--- src/rtl/pdma_pkg.sv ---
package pdma_pkg;

    localparam int PA_LO_W = 32;
    localparam int PA_W    = PA_LO_W + 1;

    typedef logic [PA_W-1:0] paddr_t;

    // register byte offsets
    localparam logic [7:0] OFF_FLAG = 8'h00;
    localparam logic [7:0] OFF_IEN  = 8'h04;
    localparam logic [7:0] OFF_GO   = 8'h08;
    localparam logic [7:0] OFF_RST  = 8'h0C;
    localparam logic [7:0] OFF_CTL  = 8'h18;
    localparam logic [7:0] OFF_TXA  = 8'h1C;
    localparam logic [7:0] OFF_RXA  = 8'h20;
    localparam logic [7:0] OFF_TXL  = 8'h24;
    localparam logic [7:0] OFF_RXL  = 8'h28;
    localparam logic [7:0] OFF_TXH  = 8'h54;
    localparam logic [7:0] OFF_RXH  = 8'h58;

    localparam int HOLD_BIT = 1;

    typedef enum logic [1:0] {PH_IDLE, PH_TX, PH_RX} phase_e;
    typedef enum logic [1:0] {CH_IDLE, CH_MEM, CH_PER, CH_FIN} chan_e;

    // bit1 = chain receive after transmit, bit0 = peripheral-to-memory
    typedef struct packed {
        logic chain;
        logic to_mem;
    } ctl_t;

    function automatic paddr_t addr_step(paddr_t a);
        return a + PA_W'(1);
    endfunction

endpackage

--- src/rtl/pdma_regs.sv ---
module pdma_regs import pdma_pkg::*; #(
    parameter int LEN_W = 16
) (
    input  logic             clk,
    input  logic             rst,
    input  logic             we,
    input  logic [7:0]       waddr,
    input  logic [31:0]      wdata,
    input  logic [7:0]       raddr,
    output logic [31:0]      rdata,
    input  logic             busy,
    input  logic             done_set,
    output logic             go,
    output logic             hold_next,
    output logic             hold,
    output logic             flag,
    output logic             irq,
    output ctl_t             ctl,
    output paddr_t           tx_base,
    output paddr_t           rx_base,
    output logic [LEN_W-1:0] tx_len,
    output logic [LEN_W-1:0] rx_len
);

    logic             ien_q, txh_q, rxh_q, hold_q, flag_q;
    ctl_t             ctl_q;
    logic [31:0]      txa_q, rxa_q;
    logic [LEN_W-1:0] txl_q, rxl_q;

    always_comb begin
        hold_next = (we && waddr == OFF_RST) ? wdata[HOLD_BIT] : hold_q;
        go        = we && (waddr == OFF_GO) && wdata[0] && !hold_next && !busy;
    end

    always_ff @(posedge clk) begin
        if (rst) begin
            ien_q  <= 1'b0;
            txh_q  <= 1'b0;
            rxh_q  <= 1'b0;
            hold_q <= 1'b0;
            flag_q <= 1'b0;
            ctl_q  <= '0;
            txa_q  <= '0;
            rxa_q  <= '0;
            txl_q  <= '0;
            rxl_q  <= '0;
        end else begin
            if (we) begin
                case (waddr)
                    OFF_IEN: ien_q <= wdata[0];
                    OFF_CTL: ctl_q <= ctl_t'(wdata[1:0]);
                    OFF_TXA: txa_q <= wdata;
                    OFF_RXA: rxa_q <= wdata;
                    OFF_TXL: txl_q <= wdata[LEN_W-1:0];
                    OFF_RXL: rxl_q <= wdata[LEN_W-1:0];
                    OFF_TXH: txh_q <= wdata[0];
                    OFF_RXH: rxh_q <= wdata[0];
                    default: ;
                endcase
            end
            hold_q <= hold_next;
            if (hold_next)
                flag_q <= 1'b0;
            else if (done_set)
                flag_q <= 1'b1;
            else if (we && waddr == OFF_FLAG && !wdata[0])
                flag_q <= 1'b0;
        end
    end

    always_comb begin
        case (raddr)
            OFF_FLAG: rdata = 32'(flag_q);
            OFF_IEN:  rdata = 32'(ien_q);
            OFF_GO:   rdata = 32'(busy);
            OFF_RST:  rdata = {30'd0, hold_q, 1'b0};
            OFF_CTL:  rdata = 32'(ctl_q);
            OFF_TXA:  rdata = txa_q;
            OFF_RXA:  rdata = rxa_q;
            OFF_TXL:  rdata = 32'(txl_q);
            OFF_RXL:  rdata = 32'(rxl_q);
            OFF_TXH:  rdata = 32'(txh_q);
            OFF_RXH:  rdata = 32'(rxh_q);
            default:  rdata = '0;
        endcase
    end

    assign hold    = hold_q;
    assign flag    = flag_q;
    assign irq     = flag_q & ien_q;
    assign ctl     = ctl_q;
    assign tx_base = {txh_q, txa_q};
    assign rx_base = {rxh_q, rxa_q};
    assign tx_len  = txl_q;
    assign rx_len  = rxl_q;

endmodule

--- src/rtl/pdma_seq.sv ---
module pdma_seq import pdma_pkg::*; (
    input  logic clk,
    input  logic rst,
    input  logic clr,
    input  logic go,
    input  ctl_t ctl,
    input  logic tx_done,
    input  logic rx_done,
    output logic tx_start,
    output logic rx_start,
    output logic busy,
    output logic done_set
);

    phase_e phase_q;
    logic   chain_q;

    always_comb begin
        tx_start = go && !ctl.to_mem;
        rx_start = (go && ctl.to_mem) || (phase_q == PH_TX && tx_done && chain_q);
        done_set = (phase_q == PH_TX && tx_done && !chain_q) ||
                   (phase_q == PH_RX && rx_done);
        busy     = (phase_q != PH_IDLE);
    end

    always_ff @(posedge clk) begin
        if (rst || clr) begin
            phase_q <= PH_IDLE;
            chain_q <= 1'b0;
        end else begin
            case (phase_q)
                PH_IDLE: if (go) begin
                    phase_q <= ctl.to_mem ? PH_RX : PH_TX;
                    chain_q <= ctl.chain && !ctl.to_mem;
                end
                PH_TX: if (tx_done) phase_q <= chain_q ? PH_RX : PH_IDLE;
                PH_RX: if (rx_done) phase_q <= PH_IDLE;
                default: phase_q <= PH_IDLE;
            endcase
        end
    end

endmodule

--- src/rtl/pdma_txch.sv ---
module pdma_txch import pdma_pkg::*; #(
    parameter int LEN_W = 16
) (
    input  logic             clk,
    input  logic             rst,
    input  logic             clr,
    input  logic             start,
    input  paddr_t           base,
    input  logic [LEN_W-1:0] len,
    output logic             mem_req,
    output paddr_t           mem_addr,
    input  logic             mem_ack,
    input  logic [7:0]       mem_rdata,
    output logic             tx_valid,
    output logic [7:0]       tx_data,
    input  logic             tx_ready,
    output logic             done,
    output logic             busy
);

    chan_e            st_q;
    paddr_t           cur_q;
    logic [LEN_W-1:0] left_q;
    logic [7:0]       byte_q;
    logic             last;

    assign last = (left_q == LEN_W'(1));

    always_ff @(posedge clk) begin
        if (rst || clr) begin
            st_q   <= CH_IDLE;
            cur_q  <= '0;
            left_q <= '0;
            byte_q <= '0;
        end else begin
            case (st_q)
                CH_IDLE: if (start) begin
                    cur_q  <= base;
                    left_q <= len;
                    st_q   <= (len == '0) ? CH_FIN : CH_MEM;
                end
                CH_MEM: if (mem_ack) begin
                    byte_q <= mem_rdata;
                    st_q   <= CH_PER;
                end
                CH_PER: if (tx_ready) begin
                    cur_q  <= addr_step(cur_q);
                    left_q <= left_q - LEN_W'(1);
                    st_q   <= last ? CH_FIN : CH_MEM;
                end
                CH_FIN:  st_q <= CH_IDLE;
                default: st_q <= CH_IDLE;
            endcase
        end
    end

    assign mem_req  = (st_q == CH_MEM);
    assign mem_addr = cur_q;
    assign tx_valid = (st_q == CH_PER);
    assign tx_data  = byte_q;
    assign done     = (st_q == CH_FIN);
    assign busy     = (st_q != CH_IDLE);

endmodule

--- src/rtl/pdma_rxch.sv ---
module pdma_rxch import pdma_pkg::*; #(
    parameter int LEN_W = 16
) (
    input  logic             clk,
    input  logic             rst,
    input  logic             clr,
    input  logic             start,
    input  paddr_t           base,
    input  logic [LEN_W-1:0] len,
    output logic             mem_req,
    output paddr_t           mem_addr,
    output logic [7:0]       mem_wdata,
    input  logic             mem_ack,
    input  logic             rx_valid,
    input  logic [7:0]       rx_data,
    output logic             rx_ready,
    output logic             done
);

    chan_e            st_q;
    paddr_t           cur_q;
    logic [LEN_W-1:0] left_q;
    logic [7:0]       byte_q;
    logic             last;

    assign last = (left_q == LEN_W'(1));

    always_ff @(posedge clk) begin
        if (rst || clr) begin
            st_q   <= CH_IDLE;
            cur_q  <= '0;
            left_q <= '0;
            byte_q <= '0;
        end else begin
            case (st_q)
                CH_IDLE: if (start) begin
                    cur_q  <= base;
                    left_q <= len;
                    st_q   <= (len == '0) ? CH_FIN : CH_PER;
                end
                CH_PER: if (rx_valid) begin
                    byte_q <= rx_data;
                    st_q   <= CH_MEM;
                end
                CH_MEM: if (mem_ack) begin
                    cur_q  <= addr_step(cur_q);
                    left_q <= left_q - LEN_W'(1);
                    st_q   <= last ? CH_FIN : CH_PER;
                end
                CH_FIN:  st_q <= CH_IDLE;
                default: st_q <= CH_IDLE;
            endcase
        end
    end

    assign mem_req   = (st_q == CH_MEM);
    assign mem_addr  = cur_q;
    assign mem_wdata = byte_q;
    assign rx_ready  = (st_q == CH_PER);
    assign done      = (st_q == CH_FIN);

endmodule

--- src/rtl/pdma_top.sv ---
module pdma_top import pdma_pkg::*; #(
    parameter int LEN_W = 16
) (
    input  logic          clk,
    input  logic          rst,
    input  logic          reg_we,
    input  logic [7:0]    reg_waddr,
    input  logic [31:0]   reg_wdata,
    input  logic [7:0]    reg_raddr,
    output logic [31:0]   reg_rdata,
    output logic          irq,
    output logic          mem_req,
    output logic          mem_we,
    output logic [PA_W-1:0] mem_addr,
    output logic [7:0]    mem_wdata,
    input  logic          mem_ack,
    input  logic [7:0]    mem_rdata,
    output logic          tx_valid,
    output logic [7:0]    tx_data,
    input  logic          tx_ready,
    input  logic          rx_valid,
    input  logic [7:0]    rx_data,
    output logic          rx_ready
);

    logic             busy, done_set, go, hold_next, hold_q, flag;
    ctl_t             ctl;
    paddr_t           tx_base, rx_base, tx_addr, rx_addr;
    logic [LEN_W-1:0] tx_len, rx_len;
    logic             tx_start, rx_start, tx_done, rx_done, tx_busy;
    logic             tx_req, rx_req;

    pdma_regs #(.LEN_W(LEN_W)) u_regs (
        .clk(clk), .rst(rst), .we(reg_we), .waddr(reg_waddr), .wdata(reg_wdata),
        .raddr(reg_raddr), .rdata(reg_rdata), .busy(busy), .done_set(done_set),
        .go(go), .hold_next(hold_next), .hold(hold_q), .flag(flag), .irq(irq),
        .ctl(ctl), .tx_base(tx_base), .rx_base(rx_base),
        .tx_len(tx_len), .rx_len(rx_len)
    );

    pdma_seq u_seq (
        .clk(clk), .rst(rst), .clr(hold_next), .go(go), .ctl(ctl),
        .tx_done(tx_done), .rx_done(rx_done), .tx_start(tx_start),
        .rx_start(rx_start), .busy(busy), .done_set(done_set)
    );

    pdma_txch #(.LEN_W(LEN_W)) u_tx (
        .clk(clk), .rst(rst), .clr(hold_next), .start(tx_start),
        .base(tx_base), .len(tx_len), .mem_req(tx_req), .mem_addr(tx_addr),
        .mem_ack(mem_ack), .mem_rdata(mem_rdata), .tx_valid(tx_valid),
        .tx_data(tx_data), .tx_ready(tx_ready), .done(tx_done), .busy(tx_busy)
    );

    pdma_rxch #(.LEN_W(LEN_W)) u_rx (
        .clk(clk), .rst(rst), .clr(hold_next), .start(rx_start),
        .base(rx_base), .len(rx_len), .mem_req(rx_req), .mem_addr(rx_addr),
        .mem_wdata(mem_wdata), .mem_ack(mem_ack), .rx_valid(rx_valid),
        .rx_data(rx_data), .rx_ready(rx_ready), .done(rx_done)
    );

    // only one channel is ever active, so a plain select suffices
    assign mem_req  = tx_req | rx_req;
    assign mem_we   = rx_req;
    assign mem_addr = rx_req ? rx_addr : tx_addr;

endmodule

--- config.mk ---
export PLATFORM = sky130hd
export DESIGN_NAME = pdma_top
export DESIGN_NICKNAME = d
export VERILOG_FILES = /design/src/rtl/pdma_pkg.sv /design/src/rtl/pdma_regs.sv /design/src/rtl/pdma_seq.sv /design/src/rtl/pdma_txch.sv /design/src/rtl/pdma_rxch.sv /design/src/rtl/pdma_top.sv
export SDC_FILE = /design/constraint.sdc
export NUM_CORES = 1
export LEC_CHECK = 0
export BUFFER_PORTS_ARGS = -buffer_cell sky130_fd_sc_hd__clkbuf_2
export CAP_MARGIN = 20
export CORE_UTILIZATION = 55
export CTS_CLUSTER_SIZE = 25
export DETAILED_ROUTE_END_ITERATION = 10
export PLACE_DENSITY = 0.86
export SLEW_MARGIN = 5
export SYNTH_ARGS = -nofsm -noshare
export SYNTH_HDL_FRONTEND = slang
export SYNTH_SLANG_ARGS = --single-unit
--- constraint.sdc ---
create_clock -name clk -period 2.6 [get_ports clk]
set_input_delay 0 -clock clk [delete_from_list [all_inputs] [get_ports clk]]
set_output_delay 0 -clock clk [all_outputs]
set_load 0.005 [all_outputs]
== After elaboration in Yosys (flattened, before gate mapping) ==
Index checks and enable logic that the tools add are counted.

* Output and inout port bits: 86
* Word-level logic and storage cells: 151
* Bits of input ports: 70
* Flip-flop bits (word level): 224

* Equality and inequality tests: 39
* Reductions and logical operators: 50
* Bitwise operators: 2
* Add/subtract/negate cells: 4
* Multiplexer cells: 35

{| class="wikitable"
|+ Operator list
! cell !! number
|-
| $pmux 32 s11 || 1
|-
| $mux 33 || 5
|-
| $pmux 33 s2 || 2
|-
| $add 33x1->33 const B || 2
|-
| $mux 16 || 4
|-
| $pmux 16 s2 || 2
|-
| $eq 8x6->1 const B || 6
|-
| $eq 16x1->1 const B || 2
|-
| $eq 8x4->1 const B || 4
|-
| $eq 8x5->1 const B || 4
|-
| $eq 8x7->1 const B || 4
|-
| $logic_not 16->1 || 2
|-
| $sub 16x1->16 const B || 2
|-
| $mux 2 || 13
|-
| $reduce_and 2->1 || 11
|-
| $eq 8x3->1 const B || 2
|-
| $logic_not 8->1 || 2
|-
| $pmux 2 s4 || 2
|-
| $reduce_and 3->1 || 5
|-
| $logic_and 1x1->1 || 14
|-
| $eq 2x2->1 const B || 5
|-
| $ne 2x2->1 const B || 5
|-
| $ne 2x1->1 const B || 4
|-
| $reduce_bool 2->1 || 4
|-
| other kinds (9) || 23
|}

== Logic depth before layout (Yosys ltp) ==
* Word-level depth: 10
* Gate-level depth with buffers: 9
* Depth with buffers taken out: 7

== Modules after synthesis ==
A second synthesis with hierarchy kept.

* Cells, all modules: 1,530
* Area total of the unflattened synthesis: 12,334.3 µm²

{| class="wikitable"
|+ By module, submodules not included
! module !! instances !! area each (µm²) !! cells each !! seq. area each (µm²)
|-
| pdma_regs || 1 || 4,524.3 || 529 || 2,062.0
|-
| pdma_rxch || 1 || 3,578.4 || 474 || 1,181.1
|-
| pdma_txch || 1 || 3,488.3 || 468 || 1,181.1
|-
| pdma_top || 1 || 558.0 || 38 || 0.0
|-
| pdma_seq || 1 || 185.2 || 21 || 60.1
|}

== Worst setup path after synthesis ==
No wires, ideal clock.

* Path kind: register to register
* From: register u_rx.left_q[6]
* To: register u_rx.st_q[0]
* Setup time: 0.079 ns
* Setup slack: 0.476 ns
* Buffers on the path: 0
* Period minus slack after synthesis: 2.124 ns
* Required time: 2.521 ns
* Data arrival time: 2.044 ns
* Stages on the path, launching flop included: 7
* Cell sequence: dfxtp_1 or4_4 or3_4 or4_4 o211ai_2 a21oi_2 a211oi_2

* Longest elaborated chain between the ends: 4

{| class="wikitable"
|+ RTL lines
! what !! RTL line !! RTL
|-
| from (decl) || pdma_rxch.sv:22 || <nowiki>logic [LEN_W-1:0] left_q;</nowiki>
|-
| from (signal assigned) || pdma_rxch.sv:38 || <nowiki>left_q <= len;</nowiki>
|-
| from (signal assigned) || pdma_rxch.sv:47 || <nowiki>left_q <= left_q - LEN_W'(1);</nowiki>
|-
| $eq 16x1->1 || pdma_rxch.sv:26 || <nowiki>assign last = (left_q == LEN_W'(1));</nowiki>
|-
| $mux 1 || pdma_rxch.sv:48 || <nowiki>st_q <= last ? CH_FIN : CH_PER;</nowiki>
|-
| $mux 2 || pdma_rxch.sv:45 || <nowiki>CH_MEM: if (mem_ack) begin</nowiki>
|-
| $pmux 2 s4 || pdma_rxch.sv:35 || <nowiki>case (st_q)</nowiki>
|-
| to (signal assigned) || pdma_rxch.sv:39 || <nowiki>st_q <= (len == '0) ? CH_FIN : CH_PER;</nowiki>
|-
| to (signal assigned) || pdma_rxch.sv:48 ||
|-
| to (decl) || pdma_rxch.sv:20 || <nowiki>chan_e st_q;</nowiki>
|}

No other way between the ends. The select of a mux whose other input is x is not followed.
A chain may end at the register's enable or synchronous reset.

== Final worst setup path ==
* From: register u_seq.phase_q[1]
* To: register u_rx.left_q[15]

* Longest elaborated chain between the ends: 7
* Elaborated cells between the ends (all ways): 10
* Classes of those cells: eq/ne: 2; reduce/logical: 8

{| class="wikitable"
|+ RTL lines
! what !! RTL line !! RTL
|-
| from (decl) || pdma_seq.sv:15 || <nowiki>phase_e phase_q;</nowiki>
|-
| from (signal assigned) || pdma_seq.sv:33 || <nowiki>phase_q <= ctl.to_mem ? PH_RX : PH_TX;</nowiki>
|-
| from (signal assigned) || pdma_seq.sv:36 || <nowiki>PH_TX: if (tx_done) phase_q <= chain_q ? PH_RX : PH_IDLE;</nowiki>
|-
| $reduce_bool 2->1 || pdma_seq.sv:23 || <nowiki>busy = (phase_q != PH_IDLE);</nowiki>
|-
| $logic_not 1->1 || pdma_regs.sv:32 || <nowiki>go = we && (waddr == OFF_GO) && wdata[0] && !hold_next && !busy;</nowiki>
|-
| $logic_and 1x1->1 || pdma_regs.sv:32 ||
|-
| $logic_and 1x1->1 || pdma_seq.sv:20 || <nowiki>rx_start = (go && ctl.to_mem) || (phase_q == PH_TX && tx_done && chain_q);</nowiki>
|-
| $logic_or 1x1->1 (*) || pdma_seq.sv:20 ||
|-
| $ne 2x2->1 (no source line) (*) || - ||
|-
| $reduce_and 3->1 (no source line) (*) || - ||
|}

Every way passes the cells marked *; elsewhere a longest branch is shown, timed or not.

==> flow_metrics.py <==
metrics = {
    "timing": {
        "hold_violations": 0,
        "finalClockSkew_ns": 0.02231,
        "slew_violations": 0,
        "setup_ws_ns": 0.09699,
        "worst_pin_slew_ns": 0.7753,
        "fin_crit_sh_pct": 96.27,
        "rsz0062_at_grt": "false",
        "min_period_ns": 2.503,
        "relSlewSlack_pct": 48.20,
        "fin_tns_setup_ns": 0,
        "clock.fmax_mhz": 399.5,
        "setup_viol": 0,
    },
    "finish": {
        "antenna_cells": 0,
        "layout_common_cells": "377 x nand2_1, 224 x dfxtp_1, 173 x a21oi_1, 154 x clkbuf_2, 151 x nor2_1",
        "final_net_count": 1874,
        "syn_to_final_growth_pct": 21.64,
        "fillCellCount": 1617,
        "drive_gt1_share_pct": 14.55,
        "fin_cells": 2089,
        "final_util_pct": 68.42,
        "final_common_cell": "nand2_1",
    },
    "die": {
        "die_w_um": 148.9,
        "ios": 156,
        "num_rows": 53,
        "die_area_um2": 22160,
        "dieHeight_um": 148.9,
        "core_um2": 21090,
        "start_util_pct": 56.25,
    },
    "global_routing": {
        "grt_pass1_wl_um": 67540,
        "grt.busiest_layer": "met2",
        "antenna_found_initial": 1,
        "use_met3_pct": 9.358,
        "grt_use_met2_pct": 60.51,
        "grtUsageTotal_pct": 38.33,
        "grt_use_met1_pct": 47.33,
        "grt_start_max_net_pins": 113,
        "grt_pass1_vias": 12681,
        "overflow": 0,
    },
    "yosys": {
        "ys.flop_type": "dfxtp_1",
        "synth.distinct_cells": 73,
        "synth_top_family_by_area": "simple AND/OR/NAND/NOR gates",
        "postSynthCellCount": 1626,
        "syn-num-nets": 1702,
        "yosys.area_share.simple_pct": 28.25,
        "synth_edf_count": 0,
        "seq_area_frac_synth_pct": 37.81,
        "yosysWarnings": 0,
        "syn-cell-area_um2": 11860,
        "synthArstFlopShare_pct": 0,
        "synthMuxAreaShare_pct": 4.146,
        "synth-xor-area-share_pct": 0.07384,
        "synth-compound-area-share_pct": 24.58,
        "synthAdderAreaFrac_pct": 0.6329,
        "synth_seq_cells": 224,
        "synth.avg_cell_area_um2": 7.295,
    },
    "placed_design": {
        "port_buffers": 155,
        "dp_slack_ns": 0.2101,
        "gp_congestion": 0.9807,
        "dp_cells": 1980,
        "dpl.hpwl_um": 27760,
    },
    "setup_path": {
        "r2r_end": "u_rx.left_q[15]",
        "worst-r2r-cell-count": 7,
        "crit_path_top_delay_cell": "or4b_1",
        "critical_path_class": "flip-flop to flip-flop",
        "timing.rr.start": "u_seq.phase_q[1]",
        "end_kind": "flip-flop",
        "cp_max_fo": 55,
        "cp.arrival_ns": 2.93,
        "rrSetupSlack_ns": 0.1,
        "critPathMaxStageDelay_ns": 0.60,
        "cp_cell_sequence": "or4b_1 -> nor4_4 -> o31a_2 -> buf_12 -> o21ai_0 -> a22oi_1 -> nor2_1",
        "worst_ep_required_time_ns": 3.02,
        "cp-start-kind": "flip-flop",
    },
    "cts": {
        "cts_tree": "built",
        "numCtsBuffers": 25,
        "cts_root_buffer": "clkbuf_16",
        "htreeDepth": 1,
        "clkLatencyLatePin_ns": 0.54,
        "clock_sinks": 224,
        "cts.clk_slew.worst_paths_ns": 0.06,
        "post_cts_buffers": 0,
        "clk_path_buf_depth": 3,
    },
    "routing": {
        "wire_per_inst_um": 20.59,
        "vias": 13752,
        "antenna_left": 0,
        "first_pass_iters": 8,
        "drt_iter0_drc": 1862,
        "post_drt_via_cell_ratio": 6.583,
        "drc": 0,
        "totalWireLength_um": 43010,
    },
    "worst_hold_path": {
        "hold_start": "reg_waddr[4]",
        "min_to": "u_regs.txh_q",
        "hold_path_depth": 5,
        "hold_path_class": "primary input to flip-flop",
    },
    "status": {
        "status": "completed",
    },
    "power": {
        "p_per_area_nw_per_um2": 503.3,
        "ir_drop_v": 0.0004892,
        "leakagePower_nw": 5.294,
    },
    "flow_run": {
        "cap_violations": 0,
    },
}
==> worst max-delay path, delay by kind of cell (launching register included) <==
kind / cells / cell delay [ns]
buf+inv: 1 / 0.22
flops: 1 / 0.35
compound gates: 3 / 0.63
simple gates: 3 / 1.14
==> area by class of cell <==
type | count | area, um^2 | share of cell area (%)
timing repair buffer | 263 | 1829 | 12.68
clock inverter | 4 | 73.82 | 0.5117
sequential | 224 | 4484 | 31.08
inverter | 18 | 67.56 | 0.4683
clock buffer | 39 | 728.2 | 5.047
multi-input combinational | 1266 | 6900 | 47.83
tap | 275 | 344.1 | 2.385
==> report_power, final <==
group	switching, mW	internal (mW)	leakage, nW	total (mW)
Sequential	0.00411	3.44	1.80	3.44
Combinational	0.171	0.125	3.10	0.296
Clock	1.42	2.11	0.391	3.53
Total	1.60	5.67	5.29	7.26
==> through the flow <==
stage / cell area, um^2 / hold WS [ns] / total power [mW]
2_1_floorplan: 11860 / 0.1360 / 3.609
3_3_place_gp: 12960 / 0.2290 / 3.725
3_5_place_dp: 12960 / 0.2429 / 3.729
4_1_cts: 14430 / 0.05060 / 7.241
5_1_grt: 14430 / 0.08725 / 7.429
6_report: 14430 / 0.08190 / 7.261
==> sequential cells by signal, indices dropped and copies added (netlist names) <==
register and flops:
u_rx.mem_addr 33, u_tx.mem_addr 33, u_regs.rxa_q 32, u_regs.txa_q 32, u_regs.rx_len 16, u_regs.tx_len 16
u_rx.left_q 16, u_tx.left_q 16, u_rx.mem_wdata 8, u_tx.tx_data 8, u_regs.ctl 2, u_rx.st_q 2
u_seq.phase_q 2, u_tx.st_q 2, u_regs.flag 1, u_regs.hold 1, u_regs.ien_q 1, u_regs.rxh_q 1
u_regs.txh_q 1, u_seq.chain_q 1
==> metal layers <==
| layer | up-vias | routed length [um] |
|---|---|---|
| li1 | 6168 | - |
| met1 | 6358 | 15850 |
| met2 | 1007 | 18880 |
| met3 | 217 | 5393 |
| met4 | 2 | 2867 |
| met5 | - | 9 |
==> cell usage after synthesis (8+ instances only) <==
cell type	count	area, um^2
o31ai_1	17	127.6
nor4_1	21	131.4
nand2b_1	10	62.56
o21ai_0	89	445.4
a31oi_1	19	118.9
a22o_1	18	157.7
nor2_1	154	578.1
o22ai_1	9	56.30
a22oi_1	43	322.8
buf_2	13	65.06
nor3_1	32	160.2
mux2i_1	48	480.5
dfxtp_1	224	4484
nand2_1	377	1415
a21oi_1	173	865.8
or3_1	8	50.05
nand3_1	56	280.3
inv_1	16	60.06
or4_1	10	75.07
a211oi_1	20	150.1
and3_1	12	75.07
clkbuf_1	98	367.9
nand4_1	17	106.4
nor2b_1	10	62.56
==> how the worst max path moves through the flow <==
stage                           startpoint  slack (ns)           endpoint  cells after the start
after floorplan             u_rx.left_q[6]        0.48       u_rx.st_q[0]                      6
after global placement    u_seq.phase_q[1]        0.27    u_rx.left_q[15]                      7
after detailed placement  u_seq.phase_q[1]        0.21     u_rx.left_q[3]                      7
after CTS                 u_seq.phase_q[1]        0.20  u_rx.mem_addr[24]                      6
after global routing      u_seq.phase_q[1]        0.02    u_rx.left_q[15]                      7
final                     u_seq.phase_q[1]         0.1    u_rx.left_q[15]                      7
==> kinds of logic (layout without fill, tap and decap cells) <==
kind of cell | count (synthesis) | count (layout)
buf+inv | 136 | 324
flops | 224 | 224
mux | 49 | 49
xor+xnor | 1 | 1
simple gates | 748 | 748
fa+ha+maj | 6 | 6
compound gates | 462 | 462
==> timing repair <==
| item | in CTS | in global routing |
|---|---|---|
| endpoints found under the setup margin | 0 | 2 |
| hold buffers | 66 | 0 |
| endpoints found under the hold margin | 125 | 0 |
| gates resized for setup | 0 | 1 |
Note: power is estimated with default switching activity, not from simulation.
